--- src/rtl/msix_pkg.sv ---
package msix_pkg;

    localparam int DW_BITS   = 32;
    localparam int FRAME_MAX = 5;

    typedef enum logic [1:0] {
        SEL_ADDR_LO = 2'd0,
        SEL_ADDR_HI = 2'd1,
        SEL_DATA    = 2'd2,
        SEL_CTRL    = 2'd3
    } tbl_sel_e;

    typedef struct packed {
        logic [63:0] addr;
        logic [31:0] data;
        logic [31:0] ctrl;
    } msix_entry_t;

    typedef logic [FRAME_MAX-1:0][DW_BITS-1:0] frame_t;

    // fmt, type, R, TC, R, TD, EP, attr, AT, length
    function automatic logic [31:0] hdr_word0(input logic four_dw);
        return {(four_dw ? 3'b011 : 3'b010), 5'b00000, 1'b0, 3'b000,
                4'b0000, 1'b0, 1'b0, 2'b00, 2'b00, 10'd1};
    endfunction

    function automatic logic [31:0] hdr_word1(input logic [15:0] rid);
        return {rid, 8'h00, 4'b0000, 4'b1111};
    endfunction

endpackage

--- src/rtl/msix_table.sv ---
module msix_table
    import msix_pkg::*;
#(
    parameter  int NUM_VEC = 8,
    localparam int VEC_W   = $clog2(NUM_VEC)
) (
    input  logic               clk,
    input  logic               rst,
    input  logic               wr_en,
    input  logic [VEC_W-1:0]   wr_idx,
    input  logic [1:0]         wr_sel,
    input  logic [31:0]        wr_data,
    input  logic [VEC_W-1:0]   rd_idx,
    output msix_entry_t        rd_entry,
    output logic [NUM_VEC-1:0] vec_mask
);

    msix_entry_t ent_flat [NUM_VEC];

    for (genvar g = 0; g < NUM_VEC; g++) begin : g_ent
        msix_entry_t ent_q;
        always_ff @(posedge clk) begin
            if (rst) begin
                ent_q <= '{addr: 64'd0, data: 32'd0, ctrl: 32'd1};
            end else if (wr_en && wr_idx == VEC_W'(g)) begin
                case (tbl_sel_e'(wr_sel))
                    SEL_ADDR_LO: ent_q.addr[31:0]  <= wr_data;
                    SEL_ADDR_HI: ent_q.addr[63:32] <= wr_data;
                    SEL_DATA:    ent_q.data        <= wr_data;
                    default:     ent_q.ctrl        <= wr_data;
                endcase
            end
        end
        assign ent_flat[g] = ent_q;
        assign vec_mask[g] = ent_q.ctrl[0];
    end

    assign rd_entry = ent_flat[rd_idx];

endmodule

--- src/rtl/msix_pick.sv ---
module msix_pick #(
    parameter  int NUM_VEC = 8,
    localparam int VEC_W   = $clog2(NUM_VEC)
) (
    input  logic [NUM_VEC-1:0] eligible,
    output logic               any,
    output logic [VEC_W-1:0]   sel
);

    always_comb begin
        sel = '0;
        for (int i = NUM_VEC - 1; i >= 0; i--) begin
            if (eligible[i]) sel = VEC_W'(i);
        end
    end

    assign any = |eligible;

endmodule

--- src/rtl/msix_tx_ser.sv ---
module msix_tx_ser
    import msix_pkg::*;
(
    input  logic        clk,
    input  logic        rst,
    input  logic        load,
    input  frame_t      frame,
    input  logic        four_dw,
    output logic        busy,
    output logic        tx_valid,
    input  logic        tx_ready,
    output logic        tx_sop,
    output logic        tx_eop,
    output logic [31:0] tx_data
);

    localparam int IDX_W = $clog2(FRAME_MAX);

    frame_t           dw_q;
    logic             four_q;
    logic [IDX_W-1:0] idx_q;
    logic [IDX_W-1:0] last_idx;

    assign last_idx = four_q ? IDX_W'(FRAME_MAX - 1) : IDX_W'(FRAME_MAX - 2);

    always_ff @(posedge clk) begin
        if (rst) begin
            busy   <= 1'b0;
            idx_q  <= '0;
            four_q <= 1'b0;
            dw_q   <= '0;
        end else if (load) begin
            busy   <= 1'b1;
            idx_q  <= '0;
            four_q <= four_dw;
            dw_q   <= frame;
        end else if (busy && tx_ready) begin
            if (idx_q == last_idx) begin
                busy  <= 1'b0;
                idx_q <= '0;
            end else begin
                idx_q <= idx_q + 1'b1;
            end
        end
    end

    assign tx_valid = busy;
    assign tx_sop   = busy && (idx_q == '0);
    assign tx_eop   = busy && (idx_q == last_idx);
    assign tx_data  = dw_q[idx_q];

endmodule

--- src/rtl/msix_tlp_gen.sv ---
module msix_tlp_gen
    import msix_pkg::*;
#(
    parameter  int NUM_VEC = 8,
    localparam int VEC_W   = $clog2(NUM_VEC)
) (
    input  logic               clk,
    input  logic               rst,
    input  logic               cfg_msix_en,
    input  logic               cfg_func_mask,
    input  logic [15:0]        cfg_req_id,
    input  logic               irq_valid,
    input  logic [VEC_W-1:0]   irq_vec,
    input  logic               tbl_wr_en,
    input  logic [VEC_W-1:0]   tbl_idx,
    input  logic [1:0]         tbl_sel,
    input  logic [31:0]        tbl_wdata,
    output logic [NUM_VEC-1:0] pend_o,
    output logic               tx_valid,
    input  logic               tx_ready,
    output logic               tx_sop,
    output logic               tx_eop,
    output logic [31:0]        tx_data
);

    logic [NUM_VEC-1:0] pend_q;
    logic [NUM_VEC-1:0] vec_mask;
    logic [NUM_VEC-1:0] eligible;
    logic [NUM_VEC-1:0] set_vec;
    logic [NUM_VEC-1:0] clr_vec;
    logic [VEC_W-1:0]   pick_idx;
    logic               pick_any;
    logic               busy;
    logic               launch;
    logic               four_dw;
    msix_entry_t        cur_ent;
    frame_t             frame;

    msix_table #(.NUM_VEC(NUM_VEC)) u_table (
        .clk      (clk),
        .rst      (rst),
        .wr_en    (tbl_wr_en),
        .wr_idx   (tbl_idx),
        .wr_sel   (tbl_sel),
        .wr_data  (tbl_wdata),
        .rd_idx   (pick_idx),
        .rd_entry (cur_ent),
        .vec_mask (vec_mask)
    );

    assign eligible = pend_q & ~vec_mask;

    msix_pick #(.NUM_VEC(NUM_VEC)) u_pick (
        .eligible (eligible),
        .any      (pick_any),
        .sel      (pick_idx)
    );

    assign launch = pick_any && cfg_msix_en && !cfg_func_mask && !busy;

    always_comb begin
        set_vec = '0;
        clr_vec = '0;
        if (irq_valid) set_vec[irq_vec] = 1'b1;
        if (launch)    clr_vec[pick_idx] = 1'b1;
    end

    always_ff @(posedge clk) begin
        if (rst) pend_q <= '0;
        else     pend_q <= (pend_q & ~clr_vec) | set_vec;
    end

    assign pend_o = pend_q;

    always_comb begin
        four_dw  = |cur_ent.addr[63:32];
        frame    = '0;
        frame[0] = hdr_word0(four_dw);
        frame[1] = hdr_word1(cfg_req_id);
        if (four_dw) begin
            frame[2] = cur_ent.addr[63:32];
            frame[3] = {cur_ent.addr[31:2], 2'b00};
            frame[4] = cur_ent.data;
        end else begin
            frame[2] = {cur_ent.addr[31:2], 2'b00};
            frame[3] = cur_ent.data;
        end
    end

    msix_tx_ser u_ser (
        .clk      (clk),
        .rst      (rst),
        .load     (launch),
        .frame    (frame),
        .four_dw  (four_dw),
        .busy     (busy),
        .tx_valid (tx_valid),
        .tx_ready (tx_ready),
        .tx_sop   (tx_sop),
        .tx_eop   (tx_eop),
        .tx_data  (tx_data)
    );

endmodule

--- config.mk ---
export PLATFORM = sky130hd
export DESIGN_NAME = msix_tlp_gen
export DESIGN_NICKNAME = d
export VERILOG_FILES = /design/src/rtl/msix_pkg.sv /design/src/rtl/msix_table.sv /design/src/rtl/msix_pick.sv /design/src/rtl/msix_tx_ser.sv /design/src/rtl/msix_tlp_gen.sv
export SDC_FILE = /design/constraint.sdc
export NUM_CORES = 2
export LEC_CHECK = 0
export BUFFER_PORTS_ARGS = -buffer_cell sky130_fd_sc_hd__buf_4
export CAP_MARGIN = 20
export CORE_ASPECT_RATIO = 0.75
export CORE_MARGIN = 5
export CORE_UTILIZATION = 60
export DETAILED_ROUTE_END_ITERATION = 10
export GPL_ROUTABILITY_DRIVEN = 0
export PLACE_DENSITY = 0.77
export RECOVER_POWER = 25
export SYNTH_ARGS = -nofsm -noshare
export SYNTH_HDL_FRONTEND = slang
export SYNTH_SLANG_ARGS = --single-unit
--- constraint.sdc ---
create_clock -name clk -period 4.2 [get_ports clk]
set_clock_uncertainty 0.2 [all_clocks]
set_input_delay 0 -clock clk [delete_from_list [all_inputs] [get_ports clk]]
set_output_delay 0 -clock clk [all_outputs]
set_load 0.05 [all_outputs]
Word-level counts from Yosys, hierarchy flattened. Index checks and enable logic that the tools add are counted.

Add/sub/neg operators: 1. $lt $le $gt $ge: 6. Reduce and logical (&&, ||, !) cells: 60. Equal/unequal tests: 10. Muxes and demuxes: 27. Bitwise operators: 7.

Operators by type and width (number): 128-bit binary-select mux with 3-bit select (1); 128-bit 2-to-1 mux (2); 32-bit binary-select mux with 3-bit select (1); 2-bit AND reduction (33); 32-bit 2-to-1 mux (2); 64-bit 2-to-1 mux (1); 32-bit OR reduction (1); 3-bit 2-to-1 mux (10); 8-bit AND (2); 1-bit logical AND (16); 8-bit 2-to-1 mux (2); 8-bit inverter (2); 3-bit == test, second input constant (4); 3-bit by 4-bit less-than comparator with 1-bit output, second input constant (3); 8-bit OR (1); 8-bit OR reduction (1); 1-bit demux with 3-bit select (2); 3-bit by 2-bit == test with 1-bit output, second input constant (2); 3-bit by 1-bit >= comparator with 1-bit output, second input constant (2); 3-bit logical NOT (2); 1-bit 2-to-1 mux (6); 4-bit >= comparator, second input constant (1); 3-bit inverter with 4-bit output (1); 2-bit nonzero test (2); other kinds (10) (11).

Flip-flop bits (word level): 1157.

Logic depth before layout (Yosys ltp).
Depth after elaboration: 18. Gate-level depth with buffers: 15.

Hierarchy. A second synthesis with hierarchy kept.

Cell total of the unflattened synthesis: 4855. Area, all modules: 55605.8 um^2.

Modules (own cells, without submodules): msix_table (area each 46802.4 um^2, seq. area each 20499.7 um^2, cells an instance 3933, instances 1); msix_tx_ser (area each 7360.8 um^2, seq. area each 3303.2 um^2, cells an instance 738, instances 1); msix_tlp_gen (area each 1361.3 um^2, seq. area each 160.2 um^2, cells an instance 171, instances 1); msix_pick (area each 81.3 um^2, seq. area each 0.0 um^2, cells an instance 13, instances 1).

Worst setup path after synthesis. Ideal clock, no wire load.

Path type: reg2reg. From: register pend_q[3] (netlist: pend_o[3]). To: register u_ser.dw_q[80] in the netlist's numbering. Clock period less this slack: 3.522 ns. Stages on the path, launching flop included: 15. Buffers on the path: 5. Data required time: 3.908 ns. Library setup time: 0.092 ns. Setup slack: 0.678 ns. Data arrival time: 3.230 ns. Path through: dfxtp_1 -> nor2b_1 -> buf_2 -> o211ai_4 -> o21a_2 -> buf_6 -> buf_6 -> a221oi_1 -> o22ai_1 -> nor4_2 -> nand4_1 -> or3_1 -> buf_2 -> buf_4 -> o32ai_1.

Longest elaborated chain between the ends: 11. Elaborated cells on any way between the ends: 15.

RTL lines: start, declared (RTL line msix_tlp_gen.sv:26) `logic [NUM_VEC-1:0] pend_q;`; start signal, assigned (RTL line msix_tlp_gen.sv:70) `else pend_q <= (pend_q & ~clr_vec) | set_vec;`; 8-bit AND (*) (RTL line msix_tlp_gen.sv:51) `assign eligible = pend_q & ~vec_mask;`; 3-bit 2-to-1 mux (4 in series) (RTL line msix_pick.sv:13) `if (eligible[i]) sel = VEC_W'(i);`; 3-bit inverter with 4-bit output (not written as such) (RTL line msix_table.sv:38) `assign rd_entry = ent_flat[rd_idx];`; 128-bit binary-select mux with 3-bit select (RTL line msix_table.sv:38); 128-bit 2-to-1 mux (not written as such) (2 in series) (RTL line msix_table.sv:38); 32-bit OR reduction (RTL line msix_tlp_gen.sv:76) `four_dw = |cur_ent.addr[63:32];`; 64-bit 2-to-1 mux (RTL line msix_tlp_gen.sv:80) `if (four_dw) begin`; end signal, assigned (RTL line msix_tx_ser.sv:36) `dw_q <= frame;`; end, declared (RTL line msix_tx_ser.sv:19) `frame_t dw_q;`.

Every way passes the cells marked *; elsewhere a longest branch is shown, timed or not. The select of a mux whose other input is x is not followed. A chain may end at the register's enable or synchronous reset.

Worst setup path after layout.
From: register u_table.g_ent[5].ent_q (netlist bit u_table.vec_mask[5]). To: register u_ser.dw_q[128] in the netlist's numbering.

Longest elaborated chain between the ends: 14. Elaborated cells on any way between the ends: 18.

RTL lines: start, declared (RTL line msix_table.sv:21) `msix_entry_t ent_q;`; start signal, assigned (RTL line msix_table.sv:24) `ent_q <= '{addr: 64'd0, data: 32'd0, ctrl: 32'd1};`; 8-bit inverter (*) (RTL line msix_tlp_gen.sv:51); 8-bit AND (*) (RTL line msix_tlp_gen.sv:51); 3-bit 2-to-1 mux (6 in series) (RTL line msix_pick.sv:13); 3-bit inverter with 4-bit output (not written as such) (RTL line msix_table.sv:38); 128-bit binary-select mux with 3-bit select (RTL line msix_table.sv:38); 128-bit 2-to-1 mux (not written as such) (2 in series) (RTL line msix_table.sv:38); 32-bit OR reduction (RTL line msix_tlp_gen.sv:76); 32-bit 2-to-1 mux (RTL line msix_tlp_gen.sv:80).

Marked as above.

==> summary.txt <==
Run status
  – Run status: finished with violations
  – Failing checks: max-capacitance violations, max-slew violations

Global routing
  – Antenna violations before repair: 6
  – Total overflow reported by the global router: 0
  – First-pass GRT wire length: 208000 um
  – Tot GR Track Use: 38.6%
  – Number of global-route vias before repair: 34100
  – Pin count of the biggest net entering global routing: 195

Synth
  – Avg Cell Area, Syn: 7.69 sq um
  – Count of unique library cells instantiated by Yosys: 65
  – Count of yosys warnings during synthesis: 0
  – Synthesized Nets: 5003
  – Number of synthesized flops with an enable pin: 0
  – Post-Synthesis Cell Area: 0.0380 sq mm
  – Register area share after synthesis: 46.7%
  – Flip-flop and latch count after synthesis: 886
  – Proportion of synthesized flip-flops having asynchronous set or reset: 0%
  – Most used flip-flop cell after synthesis: sky130_fd_sc_hd__dfxtp_1
  – Cell count after synthesis: 4938

Pwr
  – Clock share of power: 45.7%
  – Internal Power: 13.1 mW
  – Largest voltage drop on the vdd net: 0.000303 V
  – Psw: 4.18 mW
  – Total Power: 17.3 mW
  – Switching part of the total: 24.2%
  – Static leakage: 13.9 nW
  – Combinational share of power: 5.2%
  – Power density cells: 399 mW/mm^2
  – Register share of total power: 49.1%

CTS
  – TritonCTS clock tree: done
  – Number of buffers created by CTS: 84
  – Clock input transition at the sequential cells of the worst setup and hold paths: 0.07 ns
  – Maximum clock insertion buffer count: 3
  – H-tree depth: 3
  – Clock latency on the worst-skew pair: 0.67 ns
  – Buffer count from post-CTS setup fixing: 0
  – Root buffer cell: sky130_fd_sc_hd__clkbuf_16
  – Number of sinks on the clock net: 886

Critical path
  – CP Max Fanout: 32
  – Capturing element type of the critical path: flip-flop
  – Critical path type: flip-flop to flip-flop
  – Nature of the critical path startpoint: flip-flop
  – Required time worst endpoint: 4.55 ns
  – Reg2reg start: u_table.vec_mask[5]
  – Crit path from: u_table.vec_mask[5]
  – Worst endpoint data arrival time: 4.47 ns

Detailed routing
  – Via/cell ratio: 6.42
  – Met3 wirelength from detailed routing: 22200 um
  – Detailed-route wire length per cell: 24.1 um
  – Detailed Route Iter0 Violations: 6226
  – Drc violations: 0
  – Number of optimization iterations in the first detailed-route pass: 8
  – Vias: 37500
  – Met1 layer wirelength in the final routing: 53400 um
  – Remaining number of nets flagged by the antenna check after routing: 0
  – DR top layer: met5
  – Sum of routed wire length over all layers: 140000 um
  – Met2 Wirelength: 57400 um

Floorplan
  – # IOs: 106
  – Die Ht: 228 um
  – Die Outline Area: 0.0685 sq mm
  – Width of the die: 301 um
  – Area inside the core boundary: 0.0624 sq mm
  – Floorplan row count: 79
  – Starting density of the core: 60.9%

STA
  – Actual slew at the worst max-slew pin: 2.53 ns
  – Slew Limit Headroom: -68.5%
  – Max-slew violation count: 287
  – Post-layout min period: 4.12 ns
  – Fin crit share: 98.2%
  – Final TNS setup: 0 ns
  – Highest achievable clock rate: 243 MHz
  – Number of failing setup endpoints in the final timing report: 0
  – Worst hold slack: 0.0183 ns
  – Post-route setup slack: 0.0771 ns
  – Setup repair after global routing missed its margin: false
  – Count of endpoints failing hold in the final timing report: 0

Flow run
  – # Max-Cap Violations: 9

Worst hold path
  – Worst hold path startpoint: tx_ready
  – Worst min path class: input port to flip-flop

Placed design
  – Setup WS pre-CTS: 0.172 ns
  – HPWL reported at the end of detailed placement: 84200 um
  – Port Buffer Count: 105

Finish
  – Final net count: 4977
  – Fraction of final layout cells sized beyond drive strength 1: 8.82%
  – Synthesis-to-finish area growth: 13.8%
  – Utilization of the core after routing: 69.3%
  – Filler cells: 5059
## synthesized netlist by cell type (3+ instances only)
cell type	n	area share (%)
sky130_fd_sc_hd__buf_6	3	0.089
sky130_fd_sc_hd__o21ai_1	15	0.20
sky130_fd_sc_hd__o32ai_1	27	0.62
sky130_fd_sc_hd__mux2i_1	295	7.8
sky130_fd_sc_hd__buf_4	3	0.059
sky130_fd_sc_hd__a22o_1	25	0.58
sky130_fd_sc_hd__nor2_1	93	0.92
sky130_fd_sc_hd__a22oi_1	7	0.14
sky130_fd_sc_hd__nand2b_1	10	0.16
sky130_fd_sc_hd__or2_2	3	0.049
sky130_fd_sc_hd__clkbuf_1	392	3.9
sky130_fd_sc_hd__o2111ai_1	6	0.14
sky130_fd_sc_hd__o41a_1	30	0.89
sky130_fd_sc_hd__a32o_1	3	0.079
sky130_fd_sc_hd__and3_1	10	0.16
sky130_fd_sc_hd__nand4_1	14	0.23
sky130_fd_sc_hd__a32oi_1	9	0.21
sky130_fd_sc_hd__a221oi_1	45	1.0
sky130_fd_sc_hd__a221o_1	10	0.26
sky130_fd_sc_hd__mux2_2	3	0.089
sky130_fd_sc_hd__nand3_1	14	0.18
sky130_fd_sc_hd__dfxtp_1	886	47
sky130_fd_sc_hd__nor3_1	29	0.38
sky130_fd_sc_hd__a31oi_1	4	0.066
sky130_fd_sc_hd__or3_1	5	0.082
sky130_fd_sc_hd__a211oi_1	15	0.30
sky130_fd_sc_hd__o22ai_1	142	2.3
sky130_fd_sc_hd__a21oi_1	826	11
sky130_fd_sc_hd__inv_1	8	0.079
sky130_fd_sc_hd__buf_2	44	0.58
sky130_fd_sc_hd__nor4_1	8	0.13
sky130_fd_sc_hd__nor2b_1	14	0.23
sky130_fd_sc_hd__o211ai_1	8	0.16
sky130_fd_sc_hd__nand2_1	1706	17
sky130_fd_sc_hd__buf_1	18	0.18
sky130_fd_sc_hd__o21ai_0	170	2.2
sky130_fd_sc_hd__o22a_1	3	0.069
## layer usage
metal  vias up  GRT usage [%]
met5         -              0
met4         6           16.7
met3       451           12.8
met2      2704           55.1
met1     17500           53.5
li1      16800              -
## power groups by stage
stage / clock, mW / sequential (mW) / combinational, mW
6_report: 7.89 / 8.49 / 0.898
5_1_grt: 8.19 / 8.49 / 0.926
4_1_cts: 7.84 / 8.49 / 0.859
3_5_place_dp: 0 / 8.68 / 0.793
3_3_place_gp: 0 / 8.68 / 0.789
2_1_floorplan: 0 / 8.68 / 0.467
## cells in the final DEF, fill, tap and decap left out, types with 27 or more instances in the layout
cell / n
sky130_fd_sc_hd__clkbuf_1: 37
sky130_fd_sc_hd__clkbuf_16: 86
sky130_fd_sc_hd__a21oi_1: 825
sky130_fd_sc_hd__o21ai_0: 169
sky130_fd_sc_hd__dfxtp_1: 886
sky130_fd_sc_hd__mux2i_1: 295
sky130_fd_sc_hd__o32ai_1: 27
sky130_fd_sc_hd__o22ai_1: 142
sky130_fd_sc_hd__a221oi_1: 45
sky130_fd_sc_hd__nor2_1: 78
sky130_fd_sc_hd__buf_4: 222
sky130_fd_sc_hd__o41a_1: 30
sky130_fd_sc_hd__dlygate4sd3_1: 88
sky130_fd_sc_hd__nand2_1: 1697
## metrics by stage
stage	std cells	instance area (sq um)
after floorplan	4938	38000
after global placement	5588	39600
after detailed placement	5588	39600
after CTS	5830	43300
after global routing	5830	43200
final	5832	43300
## layout make-up
cell class                      instances  area, sq um  area share (%)
Multi-Input combinational cell       3584        18600            43.0
Sequential cell                       886        17700            41.0
Timing Repair Buffer                  348         2980            6.88
Clock buffer                          121         2460            5.70
Tap cell                              850         1060            2.46
Clock inverter                         33          362           0.836
Inverter                                8         30.0          0.0694
Antenna cell                            2         5.00          0.0116
## critical path, stage by stage, from the launching register on
cell,delay (ns)
sky130_fd_sc_hd__dfxtp_1,0.36
sky130_fd_sc_hd__nand2b_1,0.26
sky130_fd_sc_hd__o311a_1,0.42
sky130_fd_sc_hd__o21a_4,0.45
sky130_fd_sc_hd__buf_4,0.24
sky130_fd_sc_hd__mux2_2,0.35
sky130_fd_sc_hd__a222oi_1,0.26
sky130_fd_sc_hd__and4_1,0.25
sky130_fd_sc_hd__nand4_1,0.21
sky130_fd_sc_hd__buf_4,0.23
sky130_fd_sc_hd__or3_1,0.39
sky130_fd_sc_hd__buf_12,0.19
sky130_fd_sc_hd__a22o_1,0.20
## what timing repair did
action                                  in CTS  in global routing
endpoints found under the hold margin      797                  0
resized for setup                            0                  1
endpoints found under the setup margin       0                 77
hold buffers                                88                  0
## sequential cells by signal, summed over array words and instances (netlist names)
register,flops
u_table.vec_mask,8
u_ser.dw_q,114
pend_o,8
u_ser.idx_q,3
u_table.ent_flat,752
u_ser.busy,1
## worst paths after layout
check / slack [ns] / depth (start not counted) / end
max: 0.08 / 12 / u_ser.dw_q[128]
min: 0.02 / 4 / u_ser.idx_q[1]
max reg2reg: 0.08 / 12 / u_ser.dw_q[128]
min reg2reg: 0.25 / 2 / u_ser.dw_q[133]
## kinds of logic (layout without fill, tap and decap cells)
family          Yosys count  in the layout  share of synthesized area [%]
fa+ha+maj                 2              2                         0.0659
mux                     301            301                           8.01
flops                   886            886                           46.7
compound gates         1361           1361                           20.6
xor+xnor                  1              1                         0.0231
other cells               0              2                              0
simple gates           1919           1919                           19.7
buf+inv                 468            510                           4.86
Power figures use the tool's default switching activity.
